--- config.mk ---
export PLATFORM = sky130hd
export DESIGN_NAME = staircase_seq
export DESIGN_NICKNAME = d
export VERILOG_FILES = /design/src/rtl/sts_pkg.sv /design/src/rtl/sts_phase_acc.sv /design/src/rtl/sts_level_map.sv /design/src/rtl/sts_range_chk.sv /design/src/rtl/staircase_seq.sv
export SDC_FILE = /design/constraint.sdc
export NUM_CORES = 1
export LEC_CHECK = 0
export ABC_CLOCK_PERIOD_IN_PS = 6950
export BUFFER_PORTS_ARGS = -buffer_cell sky130_fd_sc_hd__buf_2
export CORE_ASPECT_RATIO = 0.5
export CORE_UTILIZATION = 27
export CTS_BUF_LIST = sky130_fd_sc_hd__clkbuf_16
export CTS_CLUSTER_SIZE = 12
export DETAILED_ROUTE_END_ITERATION = 16
export SLEW_MARGIN = 15
export SYNTH_ARGS = -nofsm -noshare
export SYNTH_HDL_FRONTEND = slang
export SYNTH_HIERARCHICAL = 1
export SYNTH_SLANG_ARGS = --single-unit
--- constraint.sdc ---
create_clock -name clk -period 6.95 [get_ports clk]
set_input_delay 1.39 -clock clk [delete_from_list [all_inputs] [get_ports clk]]
set_output_delay 1.39 -clock clk [all_outputs]
set_load 0.02 [all_outputs]
--- src/rtl/sts_pkg.sv ---
`timescale 1ns/1ps
package sts_pkg;
    localparam int PHASE_W   = 16;
    localparam int ANG_W     = PHASE_W - 2;
    localparam int MI_W      = 10;
    localparam int LVL_W     = 3;
    localparam int LIM_PLAIN = 394;   // about 1.54 in Q2.8
    localparam int LIM_INJ   = 507;   // about 1.98 in Q2.8
    localparam int NPH       = 3;

    typedef logic signed [LVL_W-1:0] level_t;

    typedef struct packed {
        logic [ANG_W-1:0] a1;
        logic [ANG_W-1:0] a2;
        logic [ANG_W-1:0] a3;
        logic             inj;
    } angle_set_t;

    function automatic logic [PHASE_W-1:0] phase_offset(input int idx);
        return PHASE_W'((idx * (1 << PHASE_W) + 1) / 3);
    endfunction
endpackage

--- src/rtl/sts_phase_acc.sv ---
`timescale 1ns/1ps
module sts_phase_acc
    import sts_pkg::*;
(
    input  logic               clk,
    input  logic               rst,
    input  logic [PHASE_W-1:0] step_in,
    input  angle_set_t         set_in,
    output logic [PHASE_W-1:0] phase,
    output angle_set_t         set_act,
    output logic               inj_neg
);
    logic [PHASE_W-1:0] step_act;
    logic [PHASE_W:0]   sum;
    logic               wrap;
    logic [PHASE_W+1:0] triple;

    always_comb begin
        sum  = {1'b0, phase} + {1'b0, step_act};
        wrap = sum[PHASE_W];
    end

    always_ff @(posedge clk) begin
        if (rst) begin
            phase    <= '0;
            step_act <= step_in;
            set_act  <= set_in;
        end else begin
            phase <= sum[PHASE_W-1:0];
            if (wrap) begin
                step_act <= step_in;
                set_act  <= set_in;
            end
        end
    end

    always_comb begin
        triple  = {2'b00, phase} + {1'b0, phase, 1'b0};
        inj_neg = triple[PHASE_W-1];
    end

    AST_SET_HELD: assert property (@(posedge clk) disable iff (rst)
        !wrap |=> $stable(set_act));
    AST_STEP_HELD: assert property (@(posedge clk) disable iff (rst)
        !wrap |=> $stable(step_act));
endmodule

--- src/rtl/sts_level_map.sv ---
`timescale 1ns/1ps
module sts_level_map
    import sts_pkg::*;
(
    input  logic               clk,
    input  logic               rst,
    input  logic [PHASE_W-1:0] ph,
    input  angle_set_t         set_act,
    input  logic               inj_neg,
    output level_t             lvl
);
    logic [1:0]       quad;
    logic [ANG_W-1:0] frac;
    logic [ANG_W-1:0] folded;
    logic [1:0]       cnt;
    logic signed [3:0] base;
    logic signed [3:0] adj;
    logic signed [3:0] total;
    level_t           clamped;

    always_comb begin
        quad   = ph[PHASE_W-1:PHASE_W-2];
        frac   = ph[ANG_W-1:0];
        folded = quad[0] ? ~frac : frac;
        cnt    = 2'(folded >= set_act.a1) + 2'(folded >= set_act.a2)
               + 2'(folded >= set_act.a3);
        base   = quad[1] ? -$signed({2'b00, cnt}) : $signed({2'b00, cnt});
        if (!set_act.inj)  adj = 4'sd0;
        else if (inj_neg)  adj = -4'sd1;
        else               adj = 4'sd1;
        total  = base + adj;
        if (total > 4'sd3)       clamped = 3'sd3;
        else if (total < -4'sd3) clamped = -3'sd3;
        else                     clamped = total[LVL_W-1:0];
    end

    always_ff @(posedge clk) begin
        if (rst) lvl <= '0;
        else     lvl <= clamped;
    end

    AST_LEVEL_RANGE: assert property (@(posedge clk) disable iff (rst)
        lvl != -3'sd4);
    AST_POS_HALF: assert property (@(posedge clk) disable iff (rst)
        (!set_act.inj && !ph[PHASE_W-1]) |=> (lvl >= 3'sd0));
    AST_NEG_HALF: assert property (@(posedge clk) disable iff (rst)
        (!set_act.inj && ph[PHASE_W-1]) |=> (lvl <= 3'sd0));
endmodule

--- src/rtl/sts_range_chk.sv ---
`timescale 1ns/1ps
module sts_range_chk
    import sts_pkg::*;
(
    input  logic            clk,
    input  logic            rst,
    input  logic [MI_W-1:0] mi_code,
    input  logic            inj_en,
    output logic            range_flag
);
    logic over;

    always_comb begin
        if (inj_en) over = (int'(mi_code) > LIM_INJ);
        else        over = (int'(mi_code) > LIM_PLAIN);
    end

    always_ff @(posedge clk) begin
        if (rst) range_flag <= 1'b0;
        else     range_flag <= over;
    end

    AST_FLAG_QUIET: assert property (@(posedge clk) disable iff (rst)
        (!inj_en && int'(mi_code) <= LIM_PLAIN) |=> !range_flag);
    AST_FLAG_HIGH: assert property (@(posedge clk) disable iff (rst)
        (int'(mi_code) > LIM_INJ) |=> range_flag);
endmodule

--- src/rtl/staircase_seq.sv ---
`timescale 1ns/1ps
module staircase_seq
    import sts_pkg::*;
(
    input  logic               clk,
    input  logic               rst,
    input  logic [PHASE_W-1:0] step_in,
    input  logic [ANG_W-1:0]   ang1_in,
    input  logic [ANG_W-1:0]   ang2_in,
    input  logic [ANG_W-1:0]   ang3_in,
    input  logic               inj_en,
    input  logic [MI_W-1:0]    mi_code,
    output logic signed [LVL_W-1:0] lvl_a,
    output logic signed [LVL_W-1:0] lvl_b,
    output logic signed [LVL_W-1:0] lvl_c,
    output logic               range_flag
);
    angle_set_t         set_in;
    angle_set_t         set_act;
    logic [PHASE_W-1:0] phase;
    logic               inj_neg;
    level_t             lvl [NPH];

    always_comb begin
        set_in.a1  = ang1_in;
        set_in.a2  = ang2_in;
        set_in.a3  = ang3_in;
        set_in.inj = inj_en;
    end

    sts_phase_acc acc_i (
        .clk(clk), .rst(rst), .step_in(step_in), .set_in(set_in),
        .phase(phase), .set_act(set_act), .inj_neg(inj_neg)
    );

    for (genvar g = 0; g < NPH; g++) begin : g_phase
        logic [PHASE_W-1:0] ph_g;
        always_comb ph_g = phase - phase_offset(g);
        sts_level_map map_i (
            .clk(clk), .rst(rst), .ph(ph_g), .set_act(set_act),
            .inj_neg(inj_neg), .lvl(lvl[g])
        );
    end

    assign lvl_a = lvl[0];
    assign lvl_b = lvl[1];
    assign lvl_c = lvl[2];

    sts_range_chk chk_i (
        .clk(clk), .rst(rst), .mi_code(mi_code), .inj_en(inj_en),
        .range_flag(range_flag)
    );
endmodule

Yosys cells after proc, flatten, opt, wreduce, memory -nomap -nowiden:

Index checks and enable logic that the tools add are counted.
W data, S select, Z words.

* bits in registers: 85
* input bits: 71
* output and inout bits: 10
* word-level logic and storage cells: 72

* $add $sub $neg: 16
* $lt $le $gt $ge: 17
* mux-type cells: 19
* bitwise logic cells: 3
* reductions and logical operators: 4

Operators by type and width (number)
* $ge A14 B14 Y1: 9
* $mux W43: 2
* $mux W14: 3
* $not A14 Y14: 3
* $mux W16: 2
* $gt A10 B9 Y1 const B: 2
* $mux W4: 5
* $add A16 B16 Y17: 1
* $add A16 B16 Y16: 1
* $sub A16 B15 Y16 const B: 1
* $sub A16 B16 Y16 const B: 1
* $add A4 B4 Y4: 3
* $gt A4 B3 Y1 const B: 3
* $lt A4 B3 Y1 const B: 3
* $neg A2 Y4: 3
* $mux W3: 3
* $add A1 B1 Y2: 3
* $add A2 B1 Y2: 3
* $mux W2: 3
* $reduce_or A2 Y1: 3
* $reduce_bool A2 Y1: 1
* $mux W1: 1

Depth between registers and ports, before layout:

Gate-level depths: netlist (run 1).

* word-level depth: 12
* depth in mapped cells: 25
* gate-level depth less buffers: 23

Hierarchy:

Netlist (run 1), hierarchy kept.

Modules (own cells, without submodules)
* sts_level_map: times used 3, cells an instance 179, area an instance 1391.3 µm², sequential area each 60.1 µm²
* sts_phase_acc: times used 1, cells an instance 224, area an instance 3190.6 µm², sequential area each 2092.0 µm²
* staircase_seq: times used 1, cells an instance 103, area an instance 700.7 µm², sequential area each 0.0 µm²
* sts_range_chk: times used 1, cells an instance 12, area an instance 83.8 µm², sequential area each 20.0 µm²

Worst setup path after synthesis (run 1):

Ideal clock, no wire load.

* path type: flip-flop to flip-flop
* start point: register acc_i.phase[1]
* end point: register g_phase[2].map_i.lvl[0]
* setup time: 0.137 ns
* arrival time: 5.218 ns
* required time: 6.813 ns
* slack: 1.594 ns
* cell stages (with the launch flop): 24
* buffers on the path: 2
* clock period less this slack: 5.356 ns
* cells stage by stage: dfxtp_1 > ha_1 > o21ai_1 > a2111oi_2 > o21a_1 > o21ai_1 > xor2_1 > buf_2 > buf_2 > xor2_1 > ha_1 > nand4_1 > nor2_1 > a211o_1 > a311oi_1 > fa_1 > ha_1 > inv_1 > mux2i_1 > ha_1 > a211oi_1 > mux2i_1 > nor4bb_1 > a211oi_1

* elaborated cells on any way between the ends: 18
* those cells by class: add/sub: 6; order compare: 5; mux: 6; bitwise: 1

RTL lines
* from (decl): line sts_phase_acc.sv:9 `output logic [PHASE_W-1:0] phase,`
* from (signal assigned): line sts_phase_acc.sv:29 `phase <= sum[PHASE_W-1:0];`
* $sub A16 B16 Y16 (*): line staircase_seq.sv:38 `always_comb ph_g = phase - phase_offset(g);`
* via g_phase[2].ph_g[14]: line staircase_seq.sv:37 `logic [PHASE_W-1:0] ph_g;`
* $mux W14 (*): line sts_level_map.sv:24 `folded = quad[0] ? ~frac : frac;`
* $ge A14 B14 Y1: line sts_level_map.sv:25 `cnt = 2'(folded >= set_act.a1) + 2'(folded >= set_act.a2)`
* $add A1 B1 Y2: line sts_level_map.sv:25
* $add A2 B1 Y2 (*): line sts_level_map.sv:26 `+ 2'(folded >= set_act.a3);`
* $neg A2 Y4: line sts_level_map.sv:27 `base = quad[1] ? -$signed({2'b00, cnt}) : $signed({2'b00, cnt});`
* $mux W4 (*): line sts_level_map.sv:27
* $add A4 B4 Y4 (*): line sts_level_map.sv:31 `total = base + adj;`
* $lt A4 B3 Y1: line sts_level_map.sv:33 `else if (total < -4'sd3) clamped = -3'sd3;`
* $mux W3: line sts_level_map.sv:33
* $mux W2 (*): line sts_level_map.sv:32 `if (total > 4'sd3) clamped = 3'sd3;`
* to (signal assigned): line sts_level_map.sv:39 `else lvl <= clamped;`
* to (decl): line sts_level_map.sv:10 `output level_t lvl`

Mark *: on every way through the listed nets, which the timed path passes. The rest lies on a longest branch.
A chain may end at the register's enable or synchronous reset.

Worst setup path in the final report (run 1):

* start point: register acc_i.phase[0]
* end point: register g_phase[1].map_i.lvl[0]

* word-level cells in the longest chain between the ends: 12
* elaborated cells on any way between the ends: 18
* those cells by class: add/sub: 6; order compare: 5; mux: 6; bitwise: 1

RTL lines (line)
* $sub A16 B15 Y16 (*): staircase_seq.sv:38
* via g_phase[1].ph_g[0]: staircase_seq.sv:37
* $not A14 Y14: sts_level_map.sv:24
* $mux W14 (*): sts_level_map.sv:24
* $ge A14 B14 Y1: sts_level_map.sv:25
* $add A1 B1 Y2: sts_level_map.sv:25
* $add A2 B1 Y2 (*): sts_level_map.sv:26
* $neg A2 Y4: sts_level_map.sv:27
* $mux W4 (*): sts_level_map.sv:27
* $add A4 B4 Y4 (*): sts_level_map.sv:31
* $lt A4 B3 Y1: sts_level_map.sv:33
* $mux W3: sts_level_map.sv:33
* $mux W2 (*): sts_level_map.sv:32
* to (signal assigned): sts_level_map.sv:39
* to (decl): sts_level_map.sv:10

Marks and branches as above.

==> metrics.md, run 1 <==
| Metric | Value |
|---|---|
| Syn Area/Cell | slightly above 9 um2 |
| Clock Sinks | 85 |
| Synth Instances | 876 |
| Hold depth | 2 |
| Netlist Area Pre-Place | between 0.008 and 0.009 mm2 |
| Initial Util | 27.77% |
| FF+latch count, synth | between 80 and 90 |
| # diodes | 0 |
| Count of different cell masters after synthesis | 61 |
| RSZ-0062 raised after global routing | no |
| Horiz. Die Dim | 247.7 um |
| # port buffers | 80 |
| Die span in y | 124.8 um |
| Inst Count DP | 1335 |
| CTS H-tree lvls | 3 |
| Ys async rst share | 0% |
| Pins over their slew limit | 0 |
| Status | finished clean |
| Finished Layout Cells | roughly 1400 |
| CTS clk-pin slew, worst paths | approximately 0.070 ns |
| WL final | 20.90 mm |
| Pre-antenna DRT Iters | 5 |
| DP HPWL | 17.21 mm |
| Initial antenna violation count | 0 |
| Hold crit path type | reg -> reg |
| Overflow after GRT | 0 |
| Top cell by count, worst path | ha_1 |
| Max Cap Viol | 0 |
| Hold Buf Count CTS | 0 |
| Die footprint | 0.03092 mm2 |
| CP arrival | 6.62 ns |
| CTS tree | yes |
| Tmin final | 6.398 ns |
| Post-route ant nets | 0 |
| Clock root cell | clkbuf_16 |
| Max-slew headroom | 46.74% |
| Final setup vio count | 0 |
| Vias in the first global route | about 6400 |
| CTS max path bufs | 2 |
| Critical path class | reg -> reg |
| Worst-path maximum fanout | 9 |
| # IOs | about 80 |
| Post-synthesis sequential area ratio | 28.13% |
| Total GRT Usage | 14.01% |
| Post-Syn Nets | about 1100 |
| Slowest-stage cell, CP | fa_1 |
| Via count | 6411 |
| Worst r2r path cells | 23 |
| Wirelength per Cell | roughly 15 um |
| Net total in the final layout | 1202 |
| Clk_skew | 0.01268 ns |
| Final Hold Viols | 0 |
| Synth area leader | ha_1 |
| Post-synth top cells | ha_1 (169), inv_1 (136), a21oi_1 (70), edfxtp_1 (59), xor2_1 (53) |
| Number of synthesized flops with an enable pin | just under 60 |
| Via density | 4.745 |
| CTS buffer count | 9 |
| Setup_tns | 0 ns |
| Synth Flop Type | edfxtp_1 |
| Pin count of the biggest net entering global routing | 60 |
| Final GP Congestion | 0.9767 |
| 1st-iter DRT viols | 326 |
| # rows | 44 |
| Crit. End Element | register |
| Clock latency on the worst-skew pair | 0.36 ns |
| Startpoint Class | register |
| Critical Path RT | 7.17 ns |
| Worst Tran Pin Value | around 0.8 ns |
| Synth top area cells | ha_1 (26%), edfxtp_1 (22%), dfxtp_1 (6.4%), inv_1 (6.3%), xor2_1 (5.7%) |
| Critical Path Max Stage Delay | 0.53 ns |
| CP cell instances | inv_1, ha_1, nor2b_1, o2111ai_1, a31oi_1, a21oi_1, xnor2_2, buf_4, xor2_1, ha_1, a21o_1, nand3_1, a21oi_1, nor3_1, fa_1, ha_1, inv_1, mux2i_1, ha_1, a2111oi_4, a21oi_2, nor4bb_1, a211oi_1 |
| Yosys top cell area share | 25.95% |
| Final Cycle Share | between 90% and 100% |
| DRC viols | 0 |
| Top-count cell post-synth | ha_1 |
| Core box area | a little under 0.03 mm2 |
| First-pass GRT wire length | 33.62 mm |
| F_max | between 150 and 200 MHz |
| Synthesis-to-layout area growth | 14.22% |
| Layout cell share with drive strength beyond 1 | 12.50% |
| Yosys warning total | 6 |
-- cell families after synthesis --
group,after synthesis,share of synthesized area [%]
flip-flops,85,28.13
AND/OR/NAND/NOR,171,10.64
buffers and inverters,156,7.569
AO/OA/AOI/OAI,200,16.40
XOR/XNOR,81,8.706
multiplexers,7,0.8905
adder cells (fa/ha/maj),176,27.67
-- area by class of cell --
class	instances	area [um2]
clock buffers	9	225.2
clock inverters	7	82.58
fillers	3021	20040
inverters	136	510.5
multi-input cells	635	5248
flip-flops and latches	85	2292
well taps	391	489.2
repair buffers	88	460.4
-- sequential cells by signal, indices dropped and copies added (netlist names) --
signal / flops
acc_i/phase: 16
g_phase.map_i/lvl: 9
chk_i/range_flag: 1
acc_i/step_act: 16
acc_i/set_act: 43
-- through the flow --
step	area [um2]	hold WS, ns	setup WS [ns]	utilization, %
floorplan	8149	0.5410	1.594	-
global placement	8992	0.5607	0.4778	30.65
detailed placement	8992	0.5689	0.3437	30.65
CTS	9300	0.5838	0.3276	31.69
global route	9308	0.5919	0.02339	31.72
finish	9308	0.5757	0.5524	31.72
-- final timing paths --
check                                   start                            endpoint  slack, ns
hold / removal    acc_i/step_act[0]$_DFFE_PP_           acc_i/phase[0]$_SDFF_PP0_       0.58
setup reg to reg    acc_i/phase[0]$_SDFF_PP0_  g_phase[1].map_i/lvl[0]$_SDFF_PP0_       0.55
setup / recovery    acc_i/phase[0]$_SDFF_PP0_  g_phase[1].map_i/lvl[0]$_SDFF_PP0_       0.55
hold reg to reg   acc_i/step_act[0]$_DFFE_PP_           acc_i/phase[0]$_SDFF_PP0_       0.58
-- cell usage in the layout (no fill, tap or decap), types with 24 or more instances in the layout --
cell and instances:
xnor2_1 27, o21ai_0 30, inv_1 136, a21oi_1 70, edfxtp_1 59, nor2_1 51
xor2_1 53, dfxtp_1 26, ha_1 169, nand4_1 24, nand2_1 30, buf_2 80
-- critical path: cells and delay by family (launching register included) --
kind / cells / cell delay [ns]
simple gates: 4 / 1.01
buf+inv: 3 / 0.47
xor+xnor: 2 / 0.92
flops: 1 / 0.49
fa+ha+maj: 5 / 1.76
mux: 1 / 0.24
compound gates: 8 / 1.35
-- repair_timing --
item                                    4_1_cts  5_1_grt
endpoints found under the setup margin        0        2
resized for setup                             0        1
buffers inserted                              0        0
-- metal layers --
metal | global-route usage, % | vias up | share of wire, %
met2 | 23.28 | 90 | 46
li1 | - | 3269 | -
met3 | 1.939 | 26 | 2.2
met4 | 4.258 | 0 | 1.9
met5 | 0 | - | 0
met1 | 18.68 | 3026 | 50
Power of run 1 is left out: the tool's default activity adds up to more than one toggle a clock period on the data nets, which glitch-free logic cannot reach.
==> inputs of run 2 (changes only) <==
--- a/config.mk
+++ b/config.mk
@@ -5,6 +5,7 @@
 export SDC_FILE = /design/constraint.sdc
 export NUM_CORES = 1
 export LEC_CHECK = 0
+export ABC_AREA = 1
 export ABC_CLOCK_PERIOD_IN_PS = 6950
 export BUFFER_PORTS_ARGS = -buffer_cell sky130_fd_sc_hd__buf_2
 export CORE_ASPECT_RATIO = 0.5
==> run 2 against run 1 <==
Global-route usage shrank 0.050 points; flip-flop and latch count unchanged; fmax up 15%; critical path depth up 4; die area up 17%; first-iteration DRC count is 35% higher; synthesized area grew 17%; count of clock-buffer cells in the layout did not move.
==> metrics.md, run 2 <==
| Metric | Value |
|---|---|
| Post-Syn Nets | 1617 (+44%) |
| Post_cts resized | 0 (unchanged) |
| Die footprint | 0.03614 mm2 (+17%) |
| Die span in y | 134.9 um (+8.1%) |
| CTS max path bufs | 2 (unchanged) |
| # IOs | 81 (unchanged) |
| Via count | 8257 (+29%) |
| Complex-gate fraction of the synthesized area | 5.625% (-11 points) |
| Ys async rst share | 0% (unchanged) |
| Post-synth top cells | nand2_1 (401), inv_1 (269), ha_1 (169), nor2_1 (135), a21oi_1 (64) |
| Post-synthesis sequential area ratio | 24.02% (-4.1 points) |
| Synth top area cells | ha_1 (22%), edfxtp_1 (19%), nand2_1 (16%), inv_1 (11%), dfxtp_1 (5.5%) |
| FF+latch count, synth | 85 (unchanged) |
| Hold depth | 3 (+1) |
| Tmin final | 5.549 ns (-0.8485 ns) |
| Fill cell count | 3782 (+25%) |
| Post-CTS Setup Inserts | 0 (unchanged) |
| Synth area leader | ha_1 |
| Net total in the final layout | 1700 (+41%) |
| Clk_skew | 0.009643 ns (-0.003036 ns) |
| CTS clk-pin slew, worst paths | 0.07 ns (about the same) |
| Pin count of the biggest net entering global routing | 34 (-43%) |
| WL final | 24.28 mm (+16%) |
| Startpoint Class | register |
| Wirelength per Cell | 12.56 um (-19%) |
| Overflow after GRT | 0 (unchanged) |
| Critical Path RT | 7.19 ns (+0.02 ns) |
| Final Hold Viols | 0 (unchanged) |
| Cell family with the largest share of critical-path delay | adder cells |
| Pins over their slew limit | 0 (unchanged) |
| Pre-antenna DRT Iters | 5 (unchanged) |
| 1st-iter DRT viols | 439 (+35%) |
| Util after Layout | 31.08% (-0.64 points) |
| Core box area | 0.03465 mm2 (+18%) |
| Synth Flop Type | edfxtp_1 |
| CTS tree | yes |
| Dpl cell area | 0.01046 mm2 (+16%) |
| Synth Instances | 1370 (+56%) |
| # port buffers | 80 (unchanged) |
| Number of synthesized flops with an enable pin | 59 (unchanged) |
| Synthesis-to-layout area growth | 12.86% |
| Crit. End Element | register |
| Total GRT Usage | 13.96% (-0.050 points) |
| Horiz. Die Dim | 267.9 um (+8.1%) |
| Hold Buf Count CTS | 0 (unchanged) |
| First-pass GRT wire length | 38.93 mm (+16%) |
| Via density | 4.272 (-10%) |
| Critical path class | reg -> reg |
| Clock root cell | clkbuf_16 |
| XOR/XNOR Fraction of Synth Area | 5.140% (-3.6 points) |
| Adder-Cell Fraction of Synth Area | 23.63% (-4.0 points) |
| Leading cell type in the layout, fill and taps excluded | nand2_1 |
| CP arrival | 5.79 ns (-0.83 ns) |
| Max reg flops | 43 (unchanged) |
| Final setup vio count | 0 (unchanged) |
| # rows | 48 (+9.1%) |
| Clock Sinks | 85 (unchanged) |
| Syn Area/Cell | 6.965 um2 (-25%) |
| Post-synthesis simple-gate area fraction | 28.85% (+18 points) |
| # diodes | 0 (unchanged) |
| Hold crit path type | reg -> reg |
| Mux cell area share after synthesis | 0% (-0.89 points) |
| Largest regs | acc_i/set_act: 43 flops, acc_i/phase: 16 flops, acc_i/step_act: 16 flops |
| Netlist Area Pre-Place | 0.009542 mm2 (+17%) |
| Yosys warning total | 6 (unchanged) |
| CTS buffer count | 9 (unchanged) |
| Final GP Congestion | 0.8931 (-8.6%) |
| Final Cycle Share | 79.84% (-12 points) |
| Vias in the first global route | 7605 (+18%) |
| DRC viols | 0 (unchanged) |
| Most frequent cells in the layout | nand2_1 (401), inv_1 (270), ha_1 (169), nor2_1 (135), buf_2 (80) |
| Crit path buf inv count | 2 (-1) |
| DP HPWL | 20.32 mm (+18%) |
| CTS H-tree lvls | 3 (unchanged) |
| Yosys top cell area share | 22.16% (-3.8 points) |
| Slowest-stage cell, CP | nand2_1 |
| Number of cells on the critical path | 27 (+17%) |
| Status | finished clean |
| Post-route ant nets | 0 (unchanged) |
| Worst-path maximum fanout | 14 (+5) |
| Worst Tran Pin Value | 0.8754 ns (+0.07652 ns) |
| Critical Path Max Stage Delay | 0.54 ns (about the same) |
| Top cell by count, worst path | nand2_1 |
| Initial Util | 27.53% (-0.24 points) |
| Top-count cell post-synth | nand2_1 |
| Worst r2r path cells | 27 (+17%) |
| Layout cell share with drive strength beyond 1 | 10.63% (-1.9 points) |
| Reg with most FFs | acc_i/set_act |
| Initial antenna violation count | 0 (unchanged) |
| RSZ-0062 raised after global routing | no |
| Setup_tns | 0 ns (unchanged) |
| Pre-CTS setup slack | 1.459 ns (+1.115 ns) |
| Worst setup margin | 1.401 ns (+0.8485 ns) |
| Count of different cell masters after synthesis | 35 (-43%) |
| Main combinational cell family by area after synthesis | simple AND/OR/NAND/NOR gates |
| Max Cap Viol | 0 (unchanged) |
| Max-slew headroom | 41.50% (-5.2 points) |
| Clock latency on the worst-skew pair | 0.37 ns (about the same) |
| Final instance area | 0.01077 mm2 (+16%) |
| F_max | 180.2 MHz (+15%) |
[run 2: changes by cell type after synthesis, moves of 11 or more]
cell	delta
a21o_1	-11
inv_1	+133
inv_2	+12
nand2_1	+371
nand2_2	+16
nand3_1	+39
nor2_1	+84
nor2b_1	-16
o21ai_0	-18
xnor2_1	-22
[run 2: worst paths after layout]
path                               startpoint                                  to  slack [ns]
hold / removal    acc_i/step_act[0]$_DFFE_PP_           acc_i/phase[0]$_SDFF_PP0_        0.58
setup reg to reg    acc_i/phase[0]$_SDFF_PP0_  g_phase[1].map_i/lvl[1]$_SDFF_PP0_        1.40
setup / recovery    acc_i/phase[0]$_SDFF_PP0_  g_phase[1].map_i/lvl[1]$_SDFF_PP0_        1.40
hold reg to reg   acc_i/step_act[0]$_DFFE_PP_           acc_i/phase[0]$_SDFF_PP0_        0.58
[run 2: worst reg2reg max path, stage by stage, from the launching register on]
cell	delay [ns]
dfxtp_1	0.51
inv_1	0.21
ha_1	0.27
inv_1	0.06
nand2_1	0.07
o21ai_2	0.21
nand2_1	0.11
nand2_1	0.07
nand2_1	0.05
nand2_1	0.54
xor2_1	0.46
ha_1	0.35
nand2_1	0.08
nor2_1	0.04
and2_1	0.14
nand2_1	0.05
nand3_1	0.06
nor2_1	0.15
fa_1	0.50
ha_1	0.32
nand2_1	0.06
o21ai_0	0.14
fa_1	0.51
or2_1	0.22
nand2_1	0.06
nand2_1	0.07
nand2_1	0.06
a21oi_1	0.06
[run 2: layer usage]
layer	vias to the layer above	routed length (um)	track usage (%)
met5	-	0	0
met4	0	505	4.540
met3	27	825	2.115
met2	120	10950	22.99
met1	3675	12000	18.70
li1	4435	-	-
[run 2: logic make-up after synthesis]
| logic type | count (synthesis) |
|---|---|
| XOR/XNOR | 56 |
| AO/OA/AOI/OAI | 95 |
| flip-flops | 85 |
| AND/OR/NAND/NOR | 658 |
| buffers and inverters | 300 |
| adder cells (fa/ha/maj) | 176 |
[run 2: stage by stage]
step           hold WS (ns)  cells
2_1_floorplan        0.5360   1370
3_3_place_gp         0.5565   1917
3_5_place_dp         0.5775   1917
4_1_cts              0.5939   1933
5_1_grt              0.6068   1933
6_report             0.5831   1933
[run 2: final cells by class]
cell class / instances / area, um2 / share of cell area [%]
clock buffers: 9 / 225.2 / 2.091
flip-flops and latches: 85 / 2292 / 21.28
repair buffers: 88 / 460.4 / 4.276
well taps: 475 / 594.3 / 5.519
multi-input cells: 985 / 6035 / 56.04
inverters: 284 / 1074 / 9.969
clock inverters: 7 / 88.84 / 0.8249
Power of run 2 is left out for the same reason.
==> inputs of run 3 (changes only) <==
--- a/config.mk
+++ b/config.mk
@@ -6,7 +6,7 @@
 export NUM_CORES = 1
 export LEC_CHECK = 0
 export ABC_AREA = 1
-export ABC_CLOCK_PERIOD_IN_PS = 6950
+export ABC_CLOCK_PERIOD_IN_PS = 5100
 export BUFFER_PORTS_ARGS = -buffer_cell sky130_fd_sc_hd__buf_2
 export CORE_ASPECT_RATIO = 0.5
 export CORE_UTILIZATION = 27
==> constraint.sdc (replaced) <==
create_clock -name clk -period 5.1 [get_ports clk]
set_input_delay 1.02 -clock clk [delete_from_list [all_inputs] [get_ports clk]]
set_output_delay 1.02 -clock clk [all_outputs]
set_load 0.02 [all_outputs]
==> run 3 against run 2 <==
Worst setup slack got worse by 1.0 ns; flip-flop and latch count did not move; cell area rose by 3.5%.
==> metrics.md, run 3 (synthesized netlist as in run 2, its figures left out) <==
| Metric | Value |
|---|---|
| Most frequent cells in the layout | nand2_1 (400), inv_1 (271), ha_1 (168), nor2_1 (132), buf_2 (80) |
| Final setup vio count | 0 (unchanged) |
| WL final | 24.85 mm (+2.4%) |
| Final GP Congestion | 0.9082 (+1.7%) |
| Final Hold Viols | 0 (unchanged) |
| Hold crit path type | reg -> reg |
| Max-slew headroom | 46.81% (+5.3 points) |
| Synthesis-to-layout area growth | 16.82% |
| Leading cell type in the layout, fill and taps excluded | nand2_1 |
| CP arrival | 4.95 ns (-0.84 ns) |
| # IOs | 81 (unchanged) |
| Post-route ant nets | 0 (unchanged) |
| F_max | 212.2 MHz (+18%) |
| Layout cell share with drive strength beyond 1 | 13.88% (+3.2 points) |
| Worst Tran Pin Value | 0.7979 ns (-0.07754 ns) |
| Dpl cell area | 0.01058 mm2 (+1.2%) |
| # port buffers | 80 (unchanged) |
| Horiz. Die Dim | 267.9 um (unchanged) |
| Clk_skew | 0.01232 ns (+0.002675 ns) |
| Critical Path RT | 5.34 ns (-1.85 ns) |
| DP HPWL | 20.51 mm (+0.92%) |
| Tmin final | 4.713 ns (-0.8364 ns) |
| Status | finished clean |
| Max Cap Viol | 0 (unchanged) |
| 1st-iter DRT viols | 478 (+8.9%) |
| Total GRT Usage | 14.11% (+0.15 points) |
| Hold Buf Count CTS | 0 (unchanged) |
| CTS buffer count | 9 (unchanged) |
| Core box area | 0.03465 mm2 (unchanged) |
| Largest regs | acc_i/set_act: 43 flops, acc_i/phase: 16 flops, acc_i/step_act: 16 flops |
| CTS tree | yes |
| Via count | 8340 (+1.0%) |
| Clock Sinks | 85 (unchanged) |
| Initial Util | 27.53% (unchanged) |
| R2r setup slk | 0.39 ns (-1.01 ns) |
| Via density | 4.270 (about the same) |
| CTS clk-pin slew, worst paths | 0.07 ns (about the same) |
| First-pass GRT wire length | 39.49 mm (+1.4%) |
| Die span in y | 134.9 um (unchanged) |
| Clock latency on the worst-skew pair | 0.37 ns (about the same) |
| Pre-antenna DRT Iters | 7 (+2) |
| Die footprint | 0.03614 mm2 (unchanged) |
| Max reg flops | 43 (unchanged) |
| Initial antenna violation count | 1 (+1) |
| Overflow after GRT | 0 (unchanged) |
| Net total in the final layout | 1719 (+1.1%) |
| Wirelength per Cell | 12.72 um (+1.3%) |
| DRC viols | 0 (unchanged) |
| Vias in the first global route | 7880 (+3.6%) |
| Reg with most FFs | acc_i/set_act |
| # rows | 48 (unchanged) |
| Pin count of the biggest net entering global routing | 60 (+76%) |
| Final instance area | 0.01115 mm2 (+3.5%) |
| Startpoint Class | register |
| CTS max path bufs | 2 (unchanged) |
| Crit. End Element | register |
| Clock root cell | clkbuf_16 |
| Final Cycle Share | 92.41% (+13 points) |
| Critical path class | reg -> reg |
| CTS H-tree lvls | 3 (unchanged) |
| Worst-path maximum fanout | 8 (-6) |
| Pins over their slew limit | 0 (unchanged) |
==> run 3: area by class of cell <==
cell class	instances	area, um2
tap	475	594.3
clock buffer	10	250.2
multi-input combinational	985	6264
clock inverter	6	30.03
sequential	85	2296
timing repair buffer	107	636.9
fill	3758	23510
antenna	1	2.502
inverter	284	1074
==> run 3: path summary, 6_finish.rpt <==
kind                          startpoint                            endpoint  depth (start not counted)
min reg2reg  acc_i/step_act[0]$_DFFE_PP_           acc_i/phase[0]$_SDFF_PP0_                          3
max reg2reg   acc_i/phase[10]$_SDFF_PP0_  g_phase[2].map_i/lvl[1]$_SDFF_PP0_                         26
max           acc_i/phase[10]$_SDFF_PP0_  g_phase[2].map_i/lvl[1]$_SDFF_PP0_                         26
min          acc_i/step_act[0]$_DFFE_PP_           acc_i/phase[0]$_SDFF_PP0_                          3
==> run 3: critical path, cell delays in order (launching register included) <==
cell      delay [ns]
dfxtp_1         0.32
inv_2           0.15
nand2_2         0.10
inv_1           0.06
nand2_1         0.07
nand3b_1        0.18
nand3_1         0.08
nand2_1         0.12
buf_6           0.18
xor2_1          0.16
buf_4           0.16
ha_1            0.30
nand2_2         0.10
nor3_4          0.23
nand2_1         0.07
nor2_1          0.18
nor2_1          0.10
fa_2            0.64
ha_1            0.24
nand2_1         0.06
o21ai_0         0.14
fa_1            0.50
or2_1           0.22
nand2_1         0.06
nand2_1         0.06
nand2_1         0.06
a21oi_1         0.06
==> run 3: metal layers <==
metal	up-vias	wire length, um	track usage, %
met1	3696	11960	18.60
met5	-	0	0
met3	28	1018	2.334
met2	137	11410	23.58
met4	0	464	4.317
li1	4479	-	-
==> run 3: what timing repair did <==
action / 4_1_cts / 5_1_grt
setup buffers: 0 / 1
hold endpoints to repair: 0 / 0
setup endpoints to repair: 0 / 6
resized for setup: 0 / 43
==> run 3: through the flow <==
| stage | setup TNS (ns) | cells | setup WS [ns] | hold slack, ns | util (%) |
|---|---|---|---|---|---|
| floorplan | 0 | 1370 | 0.6194 | 0.5360 | - |
| global placement | 0 | 1934 | 0.2713 | 0.5772 | 30.54 |
| detailed placement | 0 | 1934 | 0.2162 | 0.5723 | 30.54 |
| CTS | 0 | 1950 | 0.1787 | 0.5887 | 31.35 |
| global route | -0.05681 | 1952 | -0.04275 | 0.6394 | 32.16 |
| finish | 0 | 1953 | 0.3873 | 0.5759 | 32.17 |
Power of run 3 is left out for the same reason.
